**src/rtl/i2c_am_pkg.sv**
```systemverilog
package i2c_am_pkg;

  typedef enum logic [2:0] {
    ST_IDLE,
    ST_SHIFT,
    ST_HOLD,
    ST_ACK,
    ST_DONE
  } am_state_t;

  typedef struct packed {
    logic       gc_en;
    logic       ten_bit;
    logic [2:0] hi_addr;
  } am_cfg_t;

  localparam int          PFX_W      = 5;
  localparam logic [4:0]  TEN_PREFIX = 5'b11110;
  localparam int          HI_PAIR_W  = 2;

endpackage

```
**src/rtl/i2c_am_bus_evt.sv**
```systemverilog
module i2c_am_bus_evt (
  input  logic clk,
  input  logic rst,
  input  logic scl,
  input  logic sda,
  output logic scl_rise,
  output logic scl_fall,
  output logic start_evt,
  output logic stop_evt
);

  logic scl_q;
  logic sda_q;

  // Previous levels; idle bus is high, so reset to 1 avoids false events.
  always_ff @(posedge clk) begin
    if (rst) begin
      scl_q <= 1'b1;
      sda_q <= 1'b1;
    end else begin
      scl_q <= scl;
      sda_q <= sda;
    end
  end

  assign scl_rise  = scl & ~scl_q;
  assign scl_fall  = ~scl & scl_q;
  assign start_evt = scl & scl_q & sda_q & ~sda;
  assign stop_evt  = scl & scl_q & ~sda_q & sda;

endmodule

```
**src/rtl/i2c_am_regs.sv**
```systemverilog
module i2c_am_regs
  import i2c_am_pkg::*;
#(
  parameter int BYTE_W = 8
) (
  input  logic                 clk,
  input  logic                 rst,
  input  logic                 we,
  input  logic                 sel,
  input  logic [BYTE_W-1:0]    wdata,
  output logic                 gc_en,
  output logic                 ten_bit,
  output logic [HI_PAIR_W-1:0] hi_pair,
  output logic [BYTE_W-1:0]    own_addr,
  output logic [BYTE_W-1:0]    rdata
);

  localparam int GC_POS   = BYTE_W - 1;
  localparam int TYPE_POS = BYTE_W - 2;
  localparam int HI_W     = 3;

  am_cfg_t          cfg;
  logic [BYTE_W-1:0] ctrl_view;

  always_ff @(posedge clk) begin
    if (rst) begin
      cfg      <= '0;
      own_addr <= '0;
      rdata    <= '0;
    end else begin
      if (we && !sel) begin
        cfg.gc_en   <= wdata[GC_POS];
        cfg.ten_bit <= wdata[TYPE_POS];
        cfg.hi_addr <= wdata[HI_W-1:0];
      end
      if (we && sel) begin
        own_addr <= wdata;
      end
      rdata <= sel ? own_addr : ctrl_view;
    end
  end

  // Readback image: defined fields in place, every other position reads 0.
  generate
    for (genvar b = 0; b < BYTE_W; b++) begin : g_view
      if (b == GC_POS) begin : g_gc
        assign ctrl_view[b] = cfg.gc_en;
      end else if (b == TYPE_POS) begin : g_type
        assign ctrl_view[b] = cfg.ten_bit;
      end else if (b < HI_W) begin : g_hi
        assign ctrl_view[b] = cfg.hi_addr[b];
      end else begin : g_zero
        assign ctrl_view[b] = 1'b0;
      end
    end
  endgenerate

  assign gc_en   = cfg.gc_en;
  assign ten_bit = cfg.ten_bit;
  assign hi_pair = cfg.hi_addr[HI_PAIR_W-1:0];

endmodule

```
**src/rtl/i2c_am_match.sv**
```systemverilog
module i2c_am_match
  import i2c_am_pkg::*;
#(
  parameter int BYTE_W = 8
) (
  input  logic [BYTE_W-1:0]    byte_v,
  input  logic                 first,
  input  logic                 ten_mode,
  input  logic                 armed,
  input  logic                 gc_en,
  input  logic [HI_PAIR_W-1:0] hi_pair,
  input  logic [BYTE_W-1:0]    own_addr,
  output logic                 ack_ok,
  output logic                 full_hit,
  output logic                 gc_hit,
  output logic                 dir_rd,
  output logic                 partial
);

  localparam int PFX_LSB = BYTE_W - PFX_W;

  logic [BYTE_W-2:0] own7;
  logic              prefix_ok;

  assign own7      = own_addr[BYTE_W-2:0];
  assign prefix_ok = (byte_v[BYTE_W-1:PFX_LSB] == TEN_PREFIX) &&
                     (byte_v[HI_PAIR_W:1] == hi_pair);

  always_comb begin
    ack_ok   = 1'b0;
    full_hit = 1'b0;
    gc_hit   = 1'b0;
    dir_rd   = 1'b0;
    if (first) begin
      if (byte_v == '0) begin
        if (gc_en) begin
          ack_ok = 1'b1;
          gc_hit = 1'b1;
        end
      end else if (!ten_mode) begin
        if ((byte_v[BYTE_W-1:1] == own7) && (own7 != '0)) begin
          ack_ok   = 1'b1;
          full_hit = 1'b1;
          dir_rd   = byte_v[0];
        end
      end else if (prefix_ok) begin
        if (!byte_v[0]) begin
          ack_ok = 1'b1;
        end else if (armed) begin
          ack_ok   = 1'b1;
          full_hit = 1'b1;
          dir_rd   = 1'b1;
        end
      end
    end else if (byte_v == own_addr) begin
      ack_ok   = 1'b1;
      full_hit = 1'b1;
    end
  end

  assign partial = ack_ok && !full_hit && !gc_hit;

endmodule

```
**src/rtl/i2c_am_fsm.sv**
```systemverilog
module i2c_am_fsm
  import i2c_am_pkg::*;
#(
  parameter int BYTE_W = 8
) (
  input  logic                 clk,
  input  logic                 rst,
  input  logic                 sda,
  input  logic                 scl_rise,
  input  logic                 scl_fall,
  input  logic                 start_evt,
  input  logic                 stop_evt,
  input  logic                 gc_en,
  input  logic                 ten_bit,
  input  logic [HI_PAIR_W-1:0] hi_pair,
  input  logic [BYTE_W-1:0]    own_addr,
  output logic                 addr_hit,
  output logic                 gcall_hit,
  output logic                 dir_tx,
  output logic                 sda_pull
);

  localparam int CNT_W = $clog2(BYTE_W);
  localparam logic [CNT_W-1:0] LAST_BIT = CNT_W'(BYTE_W - 1);

  am_state_t         state;
  logic [CNT_W-1:0]  cnt;
  logic [BYTE_W-2:0] shreg;
  logic              second;
  logic              ten_q;
  logic              armed;
  logic              ack_pend;
  logic              go_second;
  logic [BYTE_W-1:0] byte_v;

  logic m_ack, m_full, m_gc, m_dir, m_partial;

  assign byte_v = {shreg, sda};

  i2c_am_match #(.BYTE_W(BYTE_W)) u_match (
    .byte_v   (byte_v),
    .first    (!second),
    .ten_mode (ten_q),
    .armed    (armed),
    .gc_en    (gc_en),
    .hi_pair  (hi_pair),
    .own_addr (own_addr),
    .ack_ok   (m_ack),
    .full_hit (m_full),
    .gc_hit   (m_gc),
    .dir_rd   (m_dir),
    .partial  (m_partial)
  );

  always_ff @(posedge clk) begin
    if (rst) begin
      state     <= ST_IDLE;
      cnt       <= '0;
      shreg     <= '0;
      second    <= 1'b0;
      ten_q     <= 1'b0;
      armed     <= 1'b0;
      ack_pend  <= 1'b0;
      go_second <= 1'b0;
      addr_hit  <= 1'b0;
      gcall_hit <= 1'b0;
      dir_tx    <= 1'b0;
      sda_pull  <= 1'b0;
    end else if (stop_evt) begin
      state     <= ST_IDLE;
      cnt       <= '0;
      shreg     <= '0;
      second    <= 1'b0;
      armed     <= 1'b0;
      addr_hit  <= 1'b0;
      gcall_hit <= 1'b0;
      dir_tx    <= 1'b0;
      sda_pull  <= 1'b0;
    end else if (start_evt) begin
      // Repeated START keeps 'armed' so a ten-bit read can follow a write match.
      state     <= ST_SHIFT;
      cnt       <= '0;
      shreg     <= '0;
      second    <= 1'b0;
      ten_q     <= ten_bit;
      addr_hit  <= 1'b0;
      gcall_hit <= 1'b0;
      dir_tx    <= 1'b0;
      sda_pull  <= 1'b0;
    end else begin
      case (state)
        ST_SHIFT: begin
          if (scl_rise) begin
            shreg <= byte_v[BYTE_W-2:0];
            cnt   <= cnt + 1'b1;
            if (cnt == LAST_BIT) begin
              state     <= ST_HOLD;
              ack_pend  <= m_ack;
              go_second <= m_partial;
              armed     <= ten_q && m_full;
              if (m_full) begin
                addr_hit <= 1'b1;
                dir_tx   <= m_dir;
              end
              if (m_gc) begin
                gcall_hit <= 1'b1;
              end
            end
          end
        end
        ST_HOLD: begin
          if (scl_fall) begin
            if (ack_pend) begin
              sda_pull <= 1'b1;
              state    <= ST_ACK;
            end else begin
              state <= ST_IDLE;
            end
          end
        end
        ST_ACK: begin
          if (scl_fall) begin
            sda_pull <= 1'b0;
            cnt      <= '0;
            if (go_second) begin
              second <= 1'b1;
              state  <= ST_SHIFT;
            end else begin
              state <= ST_DONE;
            end
          end
        end
        default: state <= state;
      endcase
    end
  end

endmodule

```
**src/rtl/i2c_addr_match.sv**
```systemverilog
module i2c_addr_match
  import i2c_am_pkg::*;
#(
  parameter int BYTE_W = 8
) (
  input  logic              clk,
  input  logic              rst,
  input  logic              scl,
  input  logic              sda,
  input  logic              reg_we,
  input  logic              reg_sel,
  input  logic [BYTE_W-1:0] reg_wdata,
  output logic [BYTE_W-1:0] reg_rdata,
  output logic              addr_hit,
  output logic              gcall_hit,
  output logic              dir_tx,
  output logic              sda_pull
);

  logic                 scl_rise;
  logic                 scl_fall;
  logic                 start_evt;
  logic                 stop_evt;
  logic                 gc_en;
  logic                 ten_bit;
  logic [HI_PAIR_W-1:0] hi_pair;
  logic [BYTE_W-1:0]    own_addr;

  i2c_am_bus_evt u_evt (
    .clk       (clk),
    .rst       (rst),
    .scl       (scl),
    .sda       (sda),
    .scl_rise  (scl_rise),
    .scl_fall  (scl_fall),
    .start_evt (start_evt),
    .stop_evt  (stop_evt)
  );

  i2c_am_regs #(.BYTE_W(BYTE_W)) u_regs (
    .clk      (clk),
    .rst      (rst),
    .we       (reg_we),
    .sel      (reg_sel),
    .wdata    (reg_wdata),
    .gc_en    (gc_en),
    .ten_bit  (ten_bit),
    .hi_pair  (hi_pair),
    .own_addr (own_addr),
    .rdata    (reg_rdata)
  );

  i2c_am_fsm #(.BYTE_W(BYTE_W)) u_fsm (
    .clk       (clk),
    .rst       (rst),
    .sda       (sda),
    .scl_rise  (scl_rise),
    .scl_fall  (scl_fall),
    .start_evt (start_evt),
    .stop_evt  (stop_evt),
    .gc_en     (gc_en),
    .ten_bit   (ten_bit),
    .hi_pair   (hi_pair),
    .own_addr  (own_addr),
    .addr_hit  (addr_hit),
    .gcall_hit (gcall_hit),
    .dir_tx    (dir_tx),
    .sda_pull  (sda_pull)
  );

endmodule

```
**config.mk**
```make
export PLATFORM = sky130hd
export DESIGN_NAME = i2c_addr_match
export DESIGN_NICKNAME = d
export VERILOG_FILES = /design/src/rtl/i2c_am_pkg.sv /design/src/rtl/i2c_am_bus_evt.sv /design/src/rtl/i2c_am_regs.sv /design/src/rtl/i2c_am_match.sv /design/src/rtl/i2c_am_fsm.sv /design/src/rtl/i2c_addr_match.sv
export SDC_FILE = /design/constraint.sdc
export NUM_CORES = 1
export LEC_CHECK = 0
export BUFFER_PORTS_ARGS = -buffer_cell sky130_fd_sc_hd__buf_2
export CORE_ASPECT_RATIO = 0.75
export CORE_UTILIZATION = 61
export DETAILED_ROUTE_END_ITERATION = 16
export GPL_TIMING_DRIVEN = 0
export HOLD_SLACK_MARGIN = 0.03
export PLACE_DENSITY_LB_ADDON = 0.05
export RECOVER_POWER = 25
export SLEW_MARGIN = 15
export SYNTH_ARGS = -nofsm -noshare
export SYNTH_HDL_FRONTEND = slang
export SYNTH_SLANG_ARGS = --single-unit
```
**constraint.sdc**
```tcl
create_clock -name clk -period 3 [get_ports clk]
set_input_delay 0.15 -clock clk [delete_from_list [all_inputs] [get_ports clk]]
set_output_delay 0.15 -clock clk [all_outputs]
set_load 0.05 [all_outputs]
```
### Word-level counts from Yosys, hierarchy flattened

Index checks and enable logic that the tools add are counted.

* register bits after elaboration: 45
* latch bits: 0
* bits in writable memories: 0
* memory bits (read-only): 0
* input bits: 14
* output and inout port bits: 12
* word-level logic and storage cells: 119
* memories: 0

* add/subtract/negate cells: 1
* multipliers: 0
* divide/modulo/power cells: 0
* order comparisons: 0
* equality and inequality tests: 17
* shift operators: 0
* multiplexer cells: 36
* bitwise logic cells: 14
* reduce and logical (&&, ||, !) cells: 30

Operators with widths (number)
* two-way mux 1 bit: 24
* two-way mux 3 bit: 7
* AND reduction 4 bit: 4
* AND reduction 5 bit: 3
* != test 3 bit, second input constant: 3
* case mux 3 bit (3 select lines): 1
* == test 8 bit: 1
* logical NOT 8 bit: 1
* two-way mux 8 bit: 1
* bitwise AND 1 bit: 7
* == test 7 bit: 1
* logical AND 1 bit: 7
* inverter 1 bit: 7
* nonzero test 7 bit: 1
* == test 3 x 2 -> 1 bit, second input constant: 2
* != test 2 bit, second input constant: 3
* case mux 3 bit (2 select lines): 1
* AND reduction 3 bit: 2
* == test 5 bit, second input constant: 1
* != test 2 x 1 -> 1 bit, second input constant: 2
* AND reduction 2 bit: 2
* nonzero test 2 bit: 2
* nonzero test 4 bit: 1
* OR reduction 2 bit: 2
* other kinds (10): 12

### Logic depth before layout (Yosys ltp)

Gate-level depths: netlist of run 1.

* depth in word-level cells: 9
* gate-level depth with buffers: 8

### Modules after synthesis

Synthesis of run 1 repeated with hierarchy kept, for this count alone.

* cell total of the unflattened synthesis: 248
* area total of the unflattened synthesis: 2279.7 µm²

Modules (own cells, without submodules)
* i2c_am_fsm: times used 1, cells each 106, area each 935.9 µm²
* i2c_am_regs: times used 1, cells each 80, area each 854.6 µm²
* i2c_am_match: times used 1, cells each 54, area each 404.1 µm²
* i2c_am_bus_evt: times used 1, cells each 8, area each 85.1 µm²

### Worst setup path before layout of run 1

Ideal clock, no wire load.

* kind: flip-flop to flip-flop
* from: register u_fsm.shreg[1]
* to: register u_fsm.dir_tx
* arrival: 1.697 ns
* required time: 2.882 ns
* setup slack: 1.185 ns
* cell stages (with the launch flop): 7
* path buffers: 1
* cell sequence: dfxtp_1 > buf_6 > xor2_2 > or4_4 > or4_4 > o221ai_2 > o2bb2ai_1

* word-level cells in the longest chain between the ends: 7
* elaborated cells on any way between the ends: 17
* those cells by class: 3 x eq/ne; 10 x mux; 4 x reduce/logical

RTL lines
* start, declared: line i2c_am_fsm.sv:28 `logic [BYTE_W-2:0] shreg;`
* start signal, assigned: line i2c_am_fsm.sv:94 `shreg <= byte_v[BYTE_W-2:0];`
* == test 7 bit / == test 2 bit (equally long branches): line i2c_am_match.sv:41, i2c_am_match.sv:27
* logical AND 1 bit (on tied branches): line i2c_am_match.sv:41, i2c_am_match.sv:26
* two-way mux 1 bit (on tied branches): line i2c_am_match.sv:41, i2c_am_match.sv:46
* two-way mux 1 bit: line i2c_am_match.sv:40 `end else if (!ten_mode) begin`
* two-way mux 1 bit: line i2c_am_match.sv:35 `if (byte_v == '0) begin`
* two-way mux 1 bit: line i2c_am_match.sv:34 `if (first) begin`
* AND reduction 4 bit (no source line)
* end signal, assigned: line i2c_am_fsm.sv:103 `dir_tx <= m_dir;`
* end, declared: line i2c_am_fsm.sv:19 `output logic dir_tx,`

Several ways; a longest one is shown, not always the timed one.
A chain may end at the register's enable or synchronous reset.

### Worst setup path in the final report of run 1

* from: register u_evt.scl_q
* to: register u_fsm.second

* word-level cells in the longest chain between the ends: 4
* elaborated cells on any way between the ends: 8
* those cells by class: 6 x bitwise; 2 x reduce/logical

RTL lines
* start, declared: line i2c_am_bus_evt.sv:12 `logic scl_q;`
* start signal, assigned: line i2c_am_bus_evt.sv:21 `scl_q <= scl;`
* bitwise AND 1 bit: line i2c_am_bus_evt.sv:28, i2c_am_bus_evt.sv:29
* bitwise AND 1 bit (on tied branches) (2 in series): line i2c_am_bus_evt.sv:28, i2c_am_bus_evt.sv:29
* OR reduction 3 bit (no source line)
* end signal, assigned: line i2c_am_fsm.sv:60 `second <= 1'b0;`
* end signal, assigned: line i2c_am_fsm.sv:73 `second <= 1'b0;`
* end signal, assigned: line i2c_am_fsm.sv:84 `second <= 1'b0;`
* end, declared: line i2c_am_fsm.sv:29 `logic second;`

Several ways; a longest one is shown, not always the timed one.

==> results of run 1 <==
==> placed cells by master, fill, tap and decap left out, types with 3 or more instances in the layout <==
master,count
a21oi_1,22
and2_1,4
buf_2,15
clkbuf_1,19
clkbuf_8,6
dfxtp_1,45
inv_1,3
mux2i_1,12
nand2_1,24
nand3_1,12
nor2_1,21
nor3_1,3
nor3b_1,3
nor4_1,7
o21ai_0,9
or4_4,3
xor2_1,15
==> worst min path at each step <==
| stage | depth (start not counted) | endpoint | slack [ns] |
|---|---|---|---|
| 2_1_floorplan | 1 | u_evt.scl_q | 0.26 |
| 3_3_place_gp | 3 | u_regs.cfg[2] | 0.40 |
| 3_5_place_dp | 3 | u_regs.gc_en | 0.41 |
| 4_1_cts | 3 | u_regs.ten_bit | 0.09 |
| 5_1_grt | 3 | u_regs.own_addr[5] | 0.11 |
| 6_report | 3 | u_regs.ten_bit | 0.09 |
==> cells by family (layout without fill, tap and decap cells) <==
kind of cell / count (synthesis) / after routing / synth area share (%)
simple gates: 97 / 97 / 25.2
buf+inv: 17 / 46 / 3.59
fa+ha+maj: 2 / 2 / 1.20
compound gates: 45 / 45 / 13.2
flops: 45 / 45 / 43.1
xor+xnor: 17 / 17 / 7.85
mux: 12 / 12 / 5.75
==> flip-flops by register name, indices dropped and copies added (netlist names), 2 cells and up <==
| name | flops |
|---|---|
| u_fsm.cnt | 3 |
| u_fsm.shreg | 7 |
| u_fsm.state | 3 |
| u_regs.hi_pair | 2 |
| u_regs.own_addr | 8 |
| u_regs.rdata | 8 |
==> layer usage <==
layer / part of all wire (%) / global-route usage, % / routed length (µm)
met1: 52 / 37.6 / 2260
met2: 40 / 37.5 / 1710
met3: 6.5 / 5.19 / 281
met4: 1.5 / 10.5 / 66
met5: 0 / 0 / 0
==> stage by stage <==
stage / power, mW / cell area [µm²]
floorplan: 0.714 / 2090
global placement: 0.744 / 2240
detailed placement: 0.746 / 2240
CTS: 1.21 / 2360
global route: 1.25 / 2350
finish: 1.20 / 2350
==> power by group <==
part	internal, mW	switching [mW]
registers	0.610	0.0151
clock network	0.272	0.199
logic	0.0384	0.0692
total	0.920	0.284
==> final cells by class <==
cell class | instances | area (µm²)
Multi-Input combinational cell | 173 | 1110
Sequential cell | 45 | 901
Fill cell | 234 | 756
Timing Repair Buffer | 21 | 97.6
Clock buffer | 7 | 86.3
Buffer | 14 | 63.8
Tap cell | 38 | 47.5
Clock inverter | 1 | 30.0
Inverter | 3 | 11.3
==> critical path, stage by stage, from the launching register on <==
cell	delay [ns]
dfxtp_1	0.39
clkbuf_1	0.34
nand4_1	0.30
nand2_1	0.35
clkbuf_1	0.46
nor2_1	0.10
==> metrics, run 1 <==
result of the run completed; initial core utilization 67.2%; minimum clock period after layout 2.06 ns; die extent in x a little under 70 µm; total of cells resized after clock tree synthesis 0; Crit. Startpoint u_evt.scl_q; share of cells above drive strength 1 12.9%; synthesized netlist cell count 235; final routed DRC violation total 0; type of the worst setup path register to register; vias after detailed routing 1754; startpoint kind of the worst setup timing path register; sink count of the clock tree 45; WL final 4.31 mm; Pleak 1.02 nW; biggest area contributors in the synthesized netlist dfxtp_1 43%, xor2_1 6.3%, mux2i_1 5.8%; gpl congestion 0.837; Worst Path Max Fanout 10; master cell of the clock root buffer clkbuf_8; most used standard cell by instance count after synthesis dfxtp_1; sort of element at the end of the critical path register; average wire per cell in the routed design 14.3 µm; Post-CTS Setup Repair Bufs 0; proportion of netlist area held by the largest area contributor 43.1%; first-pass GRT wire length 7.27 mm; Final Core Density about three quarters; final setup slack of the worst path ~0.94 ns; unrepaired setup endpoints after global routing no; synthesized area per cell slightly below 9 µm²; data arrival time of the critical path 2.24 ns; number of global-route vias before repair around 1500; maximum level of the CTS H-tree 2; Power per Cell Area 512 nW/µm²; global routing usage summed across all routing layers 26.0%; count of flip-flops with a built-in enable after synthesis 0; number of buffer cells added on primary ports 21; maximum resistive drop on vdd between 0.0002 and 0.0003 V; DRC violation total after the first TritonRoute iteration around 140; length in cells of the worst reg-to-reg path 5; GRT overflow 0; die outline area 3660 µm²; path category of the worst min-delay check input pin to register; Slew Limit Fails 0; Clk Latency, worst-skew pair 0.30 ns; synthesis-to-layout area growth 12.5%; clock tree from TritonCTS yes; worst-case clock buffer depth 2; routed vias/inst 5.81; flip-flop cell with the highest count after synthesis dfxtp_1; setup TNS 0 ns; vertical die dimension around 53 µm; post-layout instance count excluding filler cells 302; MaxCap Viol Count 0; antenna cell count 0; count of warnings emitted by yosys 0; DP Cell Count 294; Routed Antenna Nets 0; Max Clock Freq 484 MHz; synthesized net count ~250; ranking of synthesized cells by instance count 45 x dfxtp_1, 24 x nand2_1, 22 x a21oi_1, 21 x nor2_1, 15 x xor2_1; HPWL after detailed placement about 3.2 mm; area of the core region 3110 µm²; final number of hold-violating endpoints 0; CP required roughly 3.2 ns; period utilization 68.8%; Detailed Routing Iterations Pass 1 4; final worst clock skew between 0.007 and 0.008 ns; post-synthesis instance area 2090 µm²; worst setup slack for register-to-register paths 0.94 ns; worst-case headroom to the max-slew limit 58.9%; Ports 26; hold buffer count at CTS 0; sequential cell area fraction in the yosys report roughly 43%; post-synthesis cell type with the largest combined area dfxtp_1; worst flop-to-flop path endpoint u_fsm.second; share of synthesized registers carrying an async set or reset 0%; final number of setup-violating endpoints 0; Worst-path clk slew 0.08 ns; worst hold slack 0.0925 ns; worst hold start reg_wdata[6]; flop and latch count out of synthesis 45; transition time of the tightest slew-check pin 0.615 ns; Setup WS pre-CTS roughly 1.0 ns; initial antenna violation count 0; Placement Rows 17; net count of the finished layout 279; destination of the critical timing path u_fsm.second; Num CTS Buffers 5; beginning of the worst register-to-register path u_evt.scl_q; library cells used by synthesis 45; pin count of the biggest net entering global routing 14
No activity file was read; power rests on OpenSTA's default activity.
==> run 2: changes to the inputs <==
CORE_UTILIZATION = 57   (was 61)
clock period = 1.9 ns   (was 3 ns; I/O delays follow)
==> run 2 against run 1 <==
  * Critical endpoint is now u_fsm.addr_hit
  * Maximum frequency is 8.3% higher
  * Flip-flop and latch count stayed put
  * Hold slack worse by 0.053 ns
  * First-iteration DRC count is 36% higher
  * Cell area is 3.2% higher
  * Routed wire length is 5.8% higher
  * Utilization is 4.3 points lower
  * Global-route usage is 2.1 points lower
  * Largest cell class unchanged
  * Non-clock buffer count is 2 higher
  * Critical path depth stayed put
  * Count of clock-buffer cells in the layout stayed put
  * Sequential power is 57% higher
  * The flow now finishes with violations (negative setup slack)
==> metrics, run 2 (synthesis results as in run 1) <==
result of the run finished with violations; violations in the final reports negative setup slack; Worst Path Max Fanout 6; unrepaired setup endpoints after global routing yes; vias after detailed routing about 1800; Num CTS Buffers 5; DP Cell Count 306; number of buffer cells added on primary ports 21; internal power of the cells roughly 1.3 mW; master cell of the clock root buffer clkbuf_8; global routing usage summed across all routing layers between 20% and 30%; final setup slack of the worst path -0.00635 ns; final number of setup-violating endpoints 2; clock tree from TritonCTS yes; met3 track demand over resource in global routing ~6.1%; share of cells above drive strength 1 20.7%; post-layout instance count excluding filler cells ~320; Max Clock Freq 525 MHz; Clk Latency, worst-skew pair 0.30 ns; number of fill cells 268; Combinational Power Share roughly a tenth; Placement Rows 18; leading registers by flop count u_regs.own_addr x8, u_regs.rdata x8, u_fsm.shreg x7; hold buffer count at CTS 0; WL final roughly 4.6 mm; proportion of power drawn by the clock network 36.0%; most frequent cells in the layout 36 x dfxtp_1, 23 x nand2_1, 22 x a21oi_1; HPWL after detailed placement around 3.1 mm; pin count of the biggest net entering global routing 14; first-pass GRT wire length 6.94 mm; Worst-path clk slew 0.09 ns; MaxCap Viol Count 0; Pleak 1.05 nW; final number of hold-violating endpoints 0; GRT overflow 0; setup TNS -0.0122 ns; sink count of the clock tree 45; number of global-route vias before repair 1431; final routed DRC violation total 0; data arrival time of the critical path 2.16 ns; type of the worst setup path register to register; CP required 2.15 ns; maximum resistive drop on vdd 0.000472 V; transition time of the tightest slew-check pin approximately 0.59 ns; maximum level of the CTS H-tree 2; area of the core region roughly 3400 µm²; list of cells traversed by the critical path xor2_2, or4_4, or4_4, o221ai_4, o21ba_1; layer with the highest usage met1; switching power 0.462 mW; minimum clock period after layout 1.91 ns; met1 routing resource usage after global routing 36.1%; worst-case headroom to the max-slew limit 60.8%; initial core utilization 61.4%; gpl congestion 0.816; die extent in x 71.9 µm; part of the total power dissipated in sequential elements between 50% and 60%; GR Util met2 a little under a third; startpoint kind of the worst setup timing path register; Power per Cell Area 746 nW/µm²; Slew Limit Fails 0; area used by sequential logic in the layout 927 µm²; average wire per cell in the routed design 14.4 µm; proportion of total power due to net switching 25.5%; synthesis-to-layout area growth 16.2%; DRC violation total after the first TritonRoute iteration 187; area occupied by multi-input gates 1150 µm²; family of cells with the greatest summed delay on the critical path simple AND/OR/NAND/NOR gates; Detailed Routing Iterations Pass 1 4; leading cell type in the layout, fill and taps excluded dfxtp_1; critical path's slowest cell or4_4; routed vias/inst 5.67; sort of element at the end of the critical path register; die outline area 3910 µm²; final worst clock skew about 0.0085 ns; number of buffer and inverter stages on the critical path 0; initial antenna violation count 0; worst-case clock buffer depth 2; delay of the slowest cell on the worst path between 0.5 and 0.6 ns; antenna cell count 0; path category of the worst min-delay check input pin to register; Routed Antenna Nets 0; vertical die dimension 54.4 µm; Ports 26; period utilization 100%; Worst path most repeated cell or4_4; net count of the finished layout 281
run 2: cell types whose count changed in the layout (fill, tap and decap cells not counted), sizes merged:
| cell | before | now |
|---|---|---|
| buf | 17 | 21 |
| bufinv | 1 | 0 |
| clkbuf | 25 | 23 |
| clkinv | 0 | 1 |
run 2: worst register-to-register path, stage by stage (launching register included):
cell	delay [ns]
dfxtp_4	0.38
xor2_2	0.16
or4_4	0.56
or4_4	0.55
o221ai_4	0.09
o21ba_1	0.14
run 2: metal layers:
| metal | vias to the layer above | wire length (µm) |
|---|---|---|
| met5 | - | 0 |
| met4 | 0 | 46 |
| met3 | 5 | 245 |
| met2 | 49 | 1940 |
| met1 | 843 | 2330 |
| li1 | 894 | - |
run 2: power groups by stage:
stage          logic, mW  clock network [mW]  registers, mW
2_1_floorplan      0.109                   0           1.02
3_3_place_gp       0.167                   0           1.01
3_5_place_dp       0.168                   0           1.01
4_1_cts            0.169               0.660          0.987
5_1_grt            0.197               0.708          0.983
6_report           0.178               0.651          0.980
run 2: layout make-up:
type,count,share of cell area (%)
Timing Repair Buffer,24,5.00
Clock inverter,1,0.206
Sequential cell,45,38.2
Buffer,13,2.32
Tap cell,50,2.58
Inverter,3,0.464
Clock buffer,7,3.97
Multi-Input combinational cell,173,47.2
run 2: path summary, 6_finish.rpt:
kind | from | end | slack (ns) | depth (start not counted)
setup / recovery | u_fsm.shreg[1] | u_fsm.addr_hit | -0.006 | 5
hold / removal | reg_wdata[3] | u_regs.own_addr[3] | 0.04 | 3
setup reg to reg | u_fsm.shreg[1] | u_fsm.addr_hit | -0.006 | 5
hold reg to reg | u_fsm.dir_tx | u_fsm.dir_tx | 0.47 | 2
run 2: metrics by stage:
step / area [µm²] / hold slack, ns / utilization [%] / setup slack (ns) / power, mW
after global routing: 2430 / 0.0531 / 71.3 / -0.0916 / 1.89
after CTS: 2360 / 0.0399 / 69.4 / 0.0144 / 1.82
after global placement: 2260 / 0.344 / 66.3 / -0.114 / 1.18
after detailed placement: 2260 / 0.358 / 66.3 / -0.125 / 1.18
final: 2430 / 0.0400 / 71.3 / -0.00635 / 1.81
after floorplan: 2090 / 0.202 / - / 0.0849 / 1.13
run 2: repair_timing:
item,4_1_cts,5_1_grt
endpoints found under the setup margin,10,16
pin swaps,0,4
resized for setup,1,26
cloned,0,0
setup buffers,0,3
==> run 3: changes to the inputs <==
CORE_ASPECT_RATIO = not set   (was 0.75)
==> run 3 against run 2 <==
  * The run now ends clean
  * Cell area down 0.46%
  * Sequential share of layout area down 0.34 points
  * Count of clock-buffer cells in the layout is 1 higher
  * Critical path type unchanged
  * Largest power group unchanged
==> metrics, run 3 (synthesis results as in run 1) <==
data arrival time of the critical path 2.18 ns; list of cells traversed by the critical path xor2_2, or4_4, or4_4, o221ai_4, o21ba_1; global routing usage summed across all routing layers between 20% and 30%; synthesis-to-layout area growth 15.6%; final worst clock skew 0.00545 ns; Total Power 1.62 mW; gpl congestion roughly 0.82; clock tree from TritonCTS yes; Final Core Density slightly above 70%; CP required 2.22 ns; Detailed Routing Iterations Pass 1 4; average wire per cell in the routed design roughly 14 µm; worst-case headroom to the max-slew limit about 64%; worst hold slack slightly below 0.09 ns; sink count of the clock tree 45; antenna cell count 0; net count of the finished layout 286; Pleak 1.05 nW; HPWL after detailed placement ~3.0 mm; delay of the slowest cell on the worst path between 0.5 and 0.6 ns; Num CTS Buffers 5; Ports 26; die outline area between 3000 and 4000 µm²; maximum level of the CTS H-tree 2; most frequent cells in the layout 36 x dfxtp_1, 23 x nand2_1, 22 x a21oi_1; MaxCap Viol Count 0; initial core utilization between 60% and 70%; unrepaired setup endpoints after global routing yes; leading registers by flop count u_regs.own_addr x8, u_regs.rdata x8, u_fsm.shreg x7; area of the core region 3420 µm²; vertical die dimension 62.5 µm; Slew Limit Fails 0; Clk Latency, worst-skew pair 0.36 ns; Power per Cell Area 670 nW/µm²; final number of setup-violating endpoints 0; type of the worst setup path register to register; GRT overflow 0; final number of hold-violating endpoints 0; Setup WS pre-CTS -0.108 ns; sort of element at the end of the critical path register; critical path's slowest cell or4_4; number of buffer and inverter stages on the critical path 0; placed instance area 2250 µm²; Worst-path clk slew 0.12 ns; WL final around 4.4 mm; family of cells with the greatest summed delay on the critical path simple AND/OR/NAND/NOR gates; minimum clock period after layout 1.86 ns; number of fill cells 284; Max Clock Freq 539 MHz; final setup slack of the worst path ~0.044 ns; Placement Rows 21; result of the run completed; transition time of the tightest slew-check pin 0.533 ns; post-layout instance count excluding filler cells approximately 320; number of buffer cells added on primary ports 21; maximum resistive drop on vdd 0.000431 V; Worst path most repeated cell or4_4; die extent in x 62.5 µm; vias after detailed routing between 1500 and 2000; routed vias/inst 5.67; startpoint kind of the worst setup timing path register; master cell of the clock root buffer clkbuf_4; DP Cell Count 302; Post-CTS Setup Repair Bufs 0; share of cells above drive strength 1 18.8%; pin count of the biggest net entering global routing 13; setup TNS 0 ns; number of global-route vias before repair 1621; period utilization 97.7%; final routed DRC violation total 0; initial antenna violation count 0; first-pass GRT wire length 7.38 mm; Worst Path Max Fanout 3; DRC violation total after the first TritonRoute iteration 108; final cell area excluding filler cells 2410 µm²; path category of the worst min-delay check input pin to register; Routed Antenna Nets 0; leading cell type in the layout, fill and taps excluded dfxtp_1; worst-case clock buffer depth 2
-- run 3: changes by cell type in the layout (fill, tap and decap cells not counted), sizes merged --
cell and delta:
clkbuf -3, dlygate4sd3 +9, clkinv -1
-- run 3: power by group --
part | internal (mW) | switching (mW) | total [mW]
registers | 0.964 | 0.0240 | 0.988
clock network | 0.148 | 0.293 | 0.440
logic | 0.0740 | 0.115 | 0.189
total | 1.19 | 0.431 | 1.62
-- run 3: final timing paths --
check / start / to / slack, ns / cells past startpoint
setup reg to reg: u_regs.hi_pair[1] / u_fsm.addr_hit / 0.04 / 5
setup / recovery: u_regs.hi_pair[1] / u_fsm.addr_hit / 0.04 / 5
hold / removal: sda / u_fsm.shreg[0] / 0.09 / 3
hold reg to reg: u_fsm.dir_tx / u_fsm.dir_tx / 0.49 / 2
-- run 3: layer usage --
metal / routed length, µm / global-route usage [%] / vias to the layer above
li1: - / - / 901
met3: 164 / 4.56 / 8
met4: 80 / 10.8 / 0
met2: 1980 / 36.4 / 45
met1: 2210 / 32.8 / 842
met5: 0 / 0 / -
-- run 3: what timing repair did --
item                                    in CTS  in global routing
hold endpoints to repair                    14                  0
gates resized for setup                      1                 20
endpoints found under the setup margin      10                 16
pin swaps                                    0                  1
hold buffers                                 9                  0
-- run 3: cell type report --
cell class	count	area, µm²	share of cell area (%)
timing repair buffer	30	194	8.03
buffer	12	48.8	2.02
clock buffer	8	48.8	2.02
inverter	3	11.3	0.466
tap	46	57.6	2.38
sequential	45	915	37.9
multi-input combinational	173	1140	47.2
-- run 3: worst min-delay path, cell delays in order --
cell,delay [ns]
clkbuf_1,0.18
nand2_1,0.10
a21oi_1,0.05
